==> src/rtl/ldr_pkg.sv <==
package ldr_pkg;
  localparam int CW = 16;
  localparam int FW = 16;
  localparam int PW = CW + FW;
  localparam int EW = 32;
  localparam int AW = 32;

  typedef logic [PW-1:0] fx_t;
  typedef logic [AW-1:0] addr_t;

  function automatic logic [CW-1:0] fx_whole(input fx_t v);
    return v[PW-1:FW];
  endfunction

  function automatic addr_t pix_addr(input addr_t base, input logic [CW-1:0] stride,
                                     input logic [CW-1:0] x, input logic [CW-1:0] y);
    return base + (AW'(y) * AW'(stride)) + AW'(x);
  endfunction

  function automatic logic err_crossed(input logic [EW-1:0] e);
    return ~e[EW-1];
  endfunction
endpackage

==> src/rtl/ldr_stepper.sv <==
module ldr_stepper
  import ldr_pkg::*;
(
  input  logic                clk,
  input  logic                rst_n,
  input  logic                load,
  input  logic                step,
  input  fx_t  [1:0]          start_pos,
  input  fx_t  [1:0]          run_in,
  input  fx_t  [1:0]          jump_in,
  input  logic [EW-1:0]       err_start,
  input  logic [EW-1:0]       err_add_in,
  input  logic [EW-1:0]       err_sub_in,
  output fx_t  [1:0]          pos,
  output logic                minor_take
);
  logic [EW-1:0] err_q, add_q, sub_q, err_acc;

  assign err_acc    = err_q + add_q;
  assign minor_take = err_crossed(err_acc);

  always_ff @(posedge clk) begin
    if (!rst_n) begin
      err_q <= '0;
      add_q <= '0;
      sub_q <= '0;
    end else if (load) begin
      err_q <= err_start;
      add_q <= err_add_in;
      sub_q <= err_sub_in;
    end else if (step) begin
      err_q <= minor_take ? (err_acc - sub_q) : err_acc;
    end
  end

  for (genvar a = 0; a < 2; a++) begin : g_axis
    fx_t pos_q, run_q, jump_q;
    always_ff @(posedge clk) begin
      if (!rst_n) begin
        pos_q  <= '0;
        run_q  <= '0;
        jump_q <= '0;
      end else if (load) begin
        pos_q  <= start_pos[a];
        run_q  <= run_in[a];
        jump_q <= jump_in[a];
      end else if (step) begin
        pos_q <= pos_q + run_q + (minor_take ? jump_q : '0);
      end
    end
    assign pos[a] = pos_q;
  end
endmodule

==> src/rtl/ldr_pattern.sv <==
module ldr_pattern #(
  parameter int PAT_W = 16
) (
  input  logic             clk,
  input  logic             rst_n,
  input  logic             load,
  input  logic             step,
  input  logic [PAT_W-1:0] pattern_in,
  input  logic             solid_in,
  output logic             pix_on
);
  logic [PAT_W-1:0] pat_q;
  logic             solid_q;
  logic [PAT_W-1:0] pat_rot;

  if (PAT_W > 1) begin : g_rot
    assign pat_rot = {pat_q[0], pat_q[PAT_W-1:1]};
  end else begin : g_flat
    assign pat_rot = pat_q;
  end

  always_ff @(posedge clk) begin
    if (!rst_n) begin
      pat_q   <= '0;
      solid_q <= 1'b0;
    end else if (load) begin
      pat_q   <= pattern_in;
      solid_q <= solid_in;
    end else if (step) begin
      pat_q <= pat_rot;
    end
  end

  assign pix_on = solid_q | pat_q[0];
endmodule

==> src/rtl/ldr_seq.sv <==
module ldr_seq #(
  parameter int NW = 16
) (
  input  logic          clk,
  input  logic          rst_n,
  input  logic          start,
  input  logic [NW-1:0] count,
  input  logic          step,
  output logic          load,
  output logic          busy,
  output logic          done
);
  localparam logic [NW-1:0] ONE = NW'(1);
  logic [NW-1:0] remain_q;

  assign load = start & ~busy;

  always_ff @(posedge clk) begin
    if (!rst_n) begin
      busy     <= 1'b0;
      done     <= 1'b0;
      remain_q <= '0;
    end else begin
      done <= 1'b0;
      if (load) begin
        remain_q <= count;
        if (count == '0) done <= 1'b1;
        else             busy <= 1'b1;
      end else if (step) begin
        remain_q <= remain_q - ONE;
        if (remain_q == ONE) begin
          busy <= 1'b0;
          done <= 1'b1;
        end
      end
    end
  end
endmodule

==> src/rtl/line_draw_engine.sv <==
module line_draw_engine
  import ldr_pkg::*;
#(
  parameter int NW    = 16,
  parameter int PAT_W = 16
) (
  input  logic             clk,
  input  logic             rst_n,
  input  logic             start,
  input  logic [31:0]      start_x,
  input  logic [31:0]      start_y,
  input  logic [31:0]      err_init,
  input  logic [31:0]      run_dx,
  input  logic [31:0]      run_dy,
  input  logic [31:0]      jump_dx,
  input  logic [31:0]      jump_dy,
  input  logic [31:0]      err_add,
  input  logic [31:0]      err_sub,
  input  logic [NW-1:0]    pix_count,
  input  logic [PAT_W-1:0] pattern,
  input  logic             solid,
  input  logic [31:0]      fb_base,
  input  logic [15:0]      fb_stride,
  output logic             out_valid,
  input  logic             out_ready,
  output logic [31:0]      out_addr,
  output logic             busy,
  output logic             done
);
  logic          load_fire, step_fire, pix_on, minor_take;
  fx_t [1:0]     pos;
  addr_t         base_q;
  logic [CW-1:0] stride_q;
  logic [CW-1:0] cur_x, cur_y;

  ldr_seq #(.NW(NW)) u_seq (
    .clk(clk), .rst_n(rst_n), .start(start), .count(pix_count),
    .step(step_fire), .load(load_fire), .busy(busy), .done(done)
  );

  ldr_stepper u_step (
    .clk(clk), .rst_n(rst_n), .load(load_fire), .step(step_fire),
    .start_pos({start_y, start_x}),
    .run_in({run_dy, run_dx}),
    .jump_in({jump_dy, jump_dx}),
    .err_start(err_init), .err_add_in(err_add), .err_sub_in(err_sub),
    .pos(pos), .minor_take(minor_take)
  );

  ldr_pattern #(.PAT_W(PAT_W)) u_pat (
    .clk(clk), .rst_n(rst_n), .load(load_fire), .step(step_fire),
    .pattern_in(pattern), .solid_in(solid), .pix_on(pix_on)
  );

  always_ff @(posedge clk) begin
    if (!rst_n) begin
      base_q   <= '0;
      stride_q <= '0;
    end else if (load_fire) begin
      base_q   <= fb_base;
      stride_q <= fb_stride;
    end
  end

  assign cur_x     = fx_whole(pos[0]);
  assign cur_y     = fx_whole(pos[1]);
  assign out_valid = busy & pix_on;
  assign step_fire = busy & (~pix_on | out_ready);
  assign out_addr  = pix_addr(base_q, stride_q, cur_x, cur_y);
endmodule

==> config.mk <==
export PLATFORM = sky130hd
export DESIGN_NAME = line_draw_engine
export DESIGN_NICKNAME = d
export VERILOG_FILES = /design/src/rtl/ldr_pkg.sv /design/src/rtl/ldr_stepper.sv /design/src/rtl/ldr_pattern.sv /design/src/rtl/ldr_seq.sv /design/src/rtl/line_draw_engine.sv
export SDC_FILE = /design/constraint.sdc
export NUM_CORES = 2
export LEC_CHECK = 0
export BUFFER_PORTS_ARGS = -buffer_cell sky130_fd_sc_hd__buf_2
export CAP_MARGIN = 20
export CORE_MARGIN = 2
export CORE_UTILIZATION = 40
export CTS_CLUSTER_SIZE = 12
export DETAILED_ROUTE_END_ITERATION = 16
export HOLD_SLACK_MARGIN = 0.15
export SLEW_MARGIN = 15
export SYNTH_ARGS = -nofsm -noshare
export SYNTH_HDL_FRONTEND = slang
export SYNTH_HIERARCHICAL = 1
export SYNTH_SLANG_ARGS = --single-unit
==> constraint.sdc <==
create_clock -name clk -period 11.4 [get_ports clk]
set_clock_uncertainty 0.2 [all_clocks]
set_input_delay 0.57 -clock clk [delete_from_list [all_inputs] [get_ports clk]]
set_output_delay 0.57 -clock clk [all_outputs]
set_load 0.01 [all_outputs]
==> summary.txt <==
=====================================================================================
Startpoint class of the critical path                                        register
Floorplan row count                                                               104
Relative contribution of the clock network to total power                       31.5%
Overall overflow remaining after global route                                       0
Setup WS pre-CTS                                                              4.29 ns
Routed WL per cell                                                            18.8 um
Maximum vdd drop                                                               115 uV
Number of top-level pins                                                          408
Pin count of the biggest net entering global routing                              144
Synthesis Warnings                                                                  6
Final setup fails                                                                   0
Number of buffers on the longest clock path                                         3
Most numerous cell on the critical path                                  sky130_fd_sc_hd__fa_1
Number of sinks handled by clock tree synthesis                                   371
Clock slew seen by the registers of the worst setup and hold paths            0.06 ns
Via-per-instance ratio                                                           5.14
Wire length of the first global-routing pass                                   159 mm
Sw frac                                                                         37.1%
Fraction of synthesized cell area taken by the top area cell type               22.9%
Total clock buffers created by CTS                                                 49
Relative contribution of sequential cells to total power                        30.5%
Finished layout cell area                                                0.0405 sq mm
Kind of capture point of the worst setup path                            primary output
Non-filler instance count after layout                                          5,440
Sequential cell area fraction in the yosys report                               22.9%
Proportion of synthesized flip-flops having asynchronous set or reset              0%
Drt first-iter violations                                                       1,369
Worst max-slew margin expressed relative to the limit                           30.5%
Clock tree from TritonCTS                                                         yes
Arrival time at the worst endpoint                                            6.80 ns
Top area cells in the synthesized netlist                                sky130_fd_sc_hd__dfxtp_1, sky130_fd_sc_hd__fa_1, sky130_fd_sc_hd__ha_1
Overall die area                                                         0.0834 sq mm
Type of the most critical hold path                                      primary input to register
Nets                                                                            5,229
Remaining antenna violation count after routing                                     0
Synthesis-to-finish area growth                                                 25.0%
Post-synthesis share of cell area spent on and, or, nand and nor gates          15.8%
Horizontal die dimension                                                       289 um
Most frequently used flop master after synthesis                         sky130_fd_sc_hd__dfxtp_1
Pleak                                                                         19.0 nW
Commonest cells after routing, fill and taps aside                       sky130_fd_sc_hd__inv_1, sky130_fd_sc_hd__buf_2, sky130_fd_sc_hd__dfxtp_1
Number of enable-type register cells in the synthesized netlist                     0
Pre-antenna DRT Iters                                                               7
Max-slew violations                                                                 0
Total standard cell area after synthesis                                 0.0324 sq mm
Vertical die dimension                                                         289 um
Min Hold Slack                                                               0.199 ns
HPWL reported at the end of detailed placement                                74.5 mm
GRT Util Overall                                                                24.3%
Number of buffers added on ports                                                  407
Resized cells post-CTS                                                              0
Compound-cell area share of the yosys netlist                                   13.8%
Max-cap violations                                                                  0
Clock latency on the worst-skew pair                                          0.60 ns
Leading cell type in the layout, fill and taps excluded                  sky130_fd_sc_hd__inv_1
Synth Area per Inst                                                        8.86 sq um
Switching component of the power                                              1.87 mW
Vias in the first global route                                                  29.1k
Critical path type                                                       register to primary output
Share of layout cells above drive strength 1                                    13.0%
Gp weighted congestion                                                          0.913
Std-Cell Core Area                                                       0.0804 sq mm
Final hold violation count                                                          0
Maximum clock rate                                                            132 MHz
Post-Syn Nets                                                                   4,564
Proportion of power drawn by combinational gates                                38.0%
Mux cell area share after synthesis                                             9.00%
Total Routed Length                                                            102 mm
Area leader, netlist                                                     sky130_fd_sc_hd__dfxtp_1
Worst Max-Slew Pin Slew                                                       1.04 ns
Maximum net fanout on the critical path                                            18
Post-Synth XOR/XNOR Area                                                        3.86%
Setup slack after layout                                                      3.83 ns
Combinational family with the most area after synthesis                   adder cells
Sum of internal, switching and leakage power                                  5.04 mW
RSZ-0062 raised after global routing                                               no
Status                                                                   finished, final reports clean
Fin crit share                                                                  66.4%
Req. time, crit path                                                         10.63 ns
Critical path cell sequence                                              nand2_1 -> fa_1 -> fa_1 -> fa_1 -> fa_1 -> inv_1 -> fa_1 -> inv_1 -> fa_1 -> inv_1 -> ha_1 -> and3_1 -> nand4_1 -> a21oi_2 -> a311oi_4 -> a211oi_1 -> a211o_1 -> xnor2_1 -> buf_2
Starting Density                                                                40.3%
Count of distinct cell types in the synthesized netlist                            91
Number of placed instances with taps included                                   4,975
Cell with the biggest individual delay on the critical path              sky130_fd_sc_hd__dfxtp_1
Final design utilization                                                        50.4%
Setup tns final                                                                  0 ns
H-Tree Depth                                                                        2
Antenna violations before repair                                                   23
Root cell of the clock tree                                              sky130_fd_sc_hd__clkbuf_16
Flip-flop and latch count after synthesis                                         371
Number of instances in the synthesized netlist                                  3,663
Power Internal                                                                3.17 mW
Cell Pwr Density                                                          124 mW/mm^2
Total vias in the final route                                                   28.0k
Adder-cell share of the synthesized area                                        27.5%
Final critical-path required period                                           7.57 ns
Post-route DRC violation count                                                      0
Max stage delay on crit path                                                  0.84 ns
Cell area reported after detailed placement                              0.0352 sq mm
=====================================================================================
==> critical path: cells and delay by family, from the launching register on <==
kind / cells / cell delay, ns
and+or+nand+nor: 3 / 0.54
buffers and inverters: 4 / 0.29
adders and majority gates: 7 / 3.41
AOI/OAI and AO/OA: 4 / 0.98
DFF: 1 / 0.84
xor gates and xnor gates: 1 / 0.13
==> repair_timing <==
item	4_1_cts	5_1_grt
hold endpoints to repair	362	0
hold buffers	362	0
buffers inserted	0	0
==> synth_stat cells, types with 7 or more instances <==
cell type                  number
sky130_fd_sc_hd__nand2b_1      32
sky130_fd_sc_hd__nor3_1        31
sky130_fd_sc_hd__o31a_1         7
sky130_fd_sc_hd__xor2_1        43
sky130_fd_sc_hd__nand4_1       19
sky130_fd_sc_hd__nor2b_1       59
sky130_fd_sc_hd__mux2i_1      270
sky130_fd_sc_hd__ha_1         221
sky130_fd_sc_hd__a211oi_1      63
sky130_fd_sc_hd__xnor2_1      100
sky130_fd_sc_hd__buf_2         13
sky130_fd_sc_hd__and2_1       197
sky130_fd_sc_hd__o21bai_1      16
sky130_fd_sc_hd__a21o_1        61
sky130_fd_sc_hd__o21ai_0      124
sky130_fd_sc_hd__o31ai_1       14
sky130_fd_sc_hd__clkbuf_1     130
sky130_fd_sc_hd__buf_1         23
sky130_fd_sc_hd__o211ai_1      20
sky130_fd_sc_hd__nand2_1      246
sky130_fd_sc_hd__fa_1         307
sky130_fd_sc_hd__mux2_4        10
sky130_fd_sc_hd__o211a_1       22
sky130_fd_sc_hd__a221o_1        7
sky130_fd_sc_hd__inv_1        428
sky130_fd_sc_hd__a31o_2         7
sky130_fd_sc_hd__a21oi_1      215
sky130_fd_sc_hd__a31oi_1       22
sky130_fd_sc_hd__nor4_1         9
sky130_fd_sc_hd__dfxtp_1      371
sky130_fd_sc_hd__a211o_1       11
sky130_fd_sc_hd__nor2_1       361
sky130_fd_sc_hd__and3_1        25
sky130_fd_sc_hd__nand3_1       32
sky130_fd_sc_hd__or3_1         10
sky130_fd_sc_hd__o21a_1        25
==> sequential cells by signal, indices dropped and copies added, names as in the netlist <==
register	flops
u_step/g_axis.jump_q	64
u_seq/remain_q	16
stride_q	16
u_step/g_axis.pos_q	64
u_step/g_axis.run_q	64
u_seq/busy	1
u_step/sub_q	32
u_pat/solid_q	1
u_step/add_q	32
u_pat/pat_q	16
u_seq/done	1
u_step/err_q	32
base_q	32
==> final timing paths <==
kind / from / cells past startpoint / slack (ns) / to
worst max-delay path: u_step/g_axis[1].pos_q[26]$_SDFFE_PN0P_ / 19 / 3.83 / out_addr[31]
worst min-delay path: start_x[29] / 3 / 0.20 / u_step/g_axis[0].pos_q[29]$_SDFFE_PN0P_
worst max register to register: u_step/add_q[8]$_SDFFE_PN0P_ / 25 / 4.21 / u_step/g_axis[0].pos_q[31]$_SDFFE_PN0P_
worst min register to register: u_step/g_axis[1].jump_q[18]$_SDFFE_PN0P_ / 2 / 0.29 / u_step/g_axis[1].jump_q[18]$_SDFFE_PN0P_
==> logic make-up after synthesis <==
group | after synthesis
buffers and inverters | 601
DFF | 371
and+or+nand+nor | 1052
xor gates and xnor gates | 143
adders and majority gates | 528
AOI/OAI and AO/OA | 682
muxes | 286
==> layout make-up <==
class	instances	area [sq um]
inverter	431	1640
fill	7477	39900
clock inverter	30	314
multi-input combinational	2691	22700
antenna	12	30.0
timing repair buffer	784	5780
sequential	371	7430
clock buffer	61	1330
tap	1060	1330
==> layer usage <==
layer	wire [um]	track usage, %	up-vias
met5	139	0	-
met4	3020	7.35	20
met3	6100	4.41	192
met2	48100	41.1	773
met1	45000	31.5	13400
li1	-	-	13500
==> power groups by stage <==
stage / sequential, mW / combinational (mW) / clock (mW)
global route: 1.55 / 2.14 / 1.67
CTS: 1.53 / 1.91 / 1.63
detailed placement: 1.56 / 1.80 / 0
global placement: 1.56 / 1.79 / 0
floorplan: 1.49 / 1.35 / 0
finish: 1.54 / 1.92 / 1.58
Note: power is estimated with default switching activity, not from simulation.
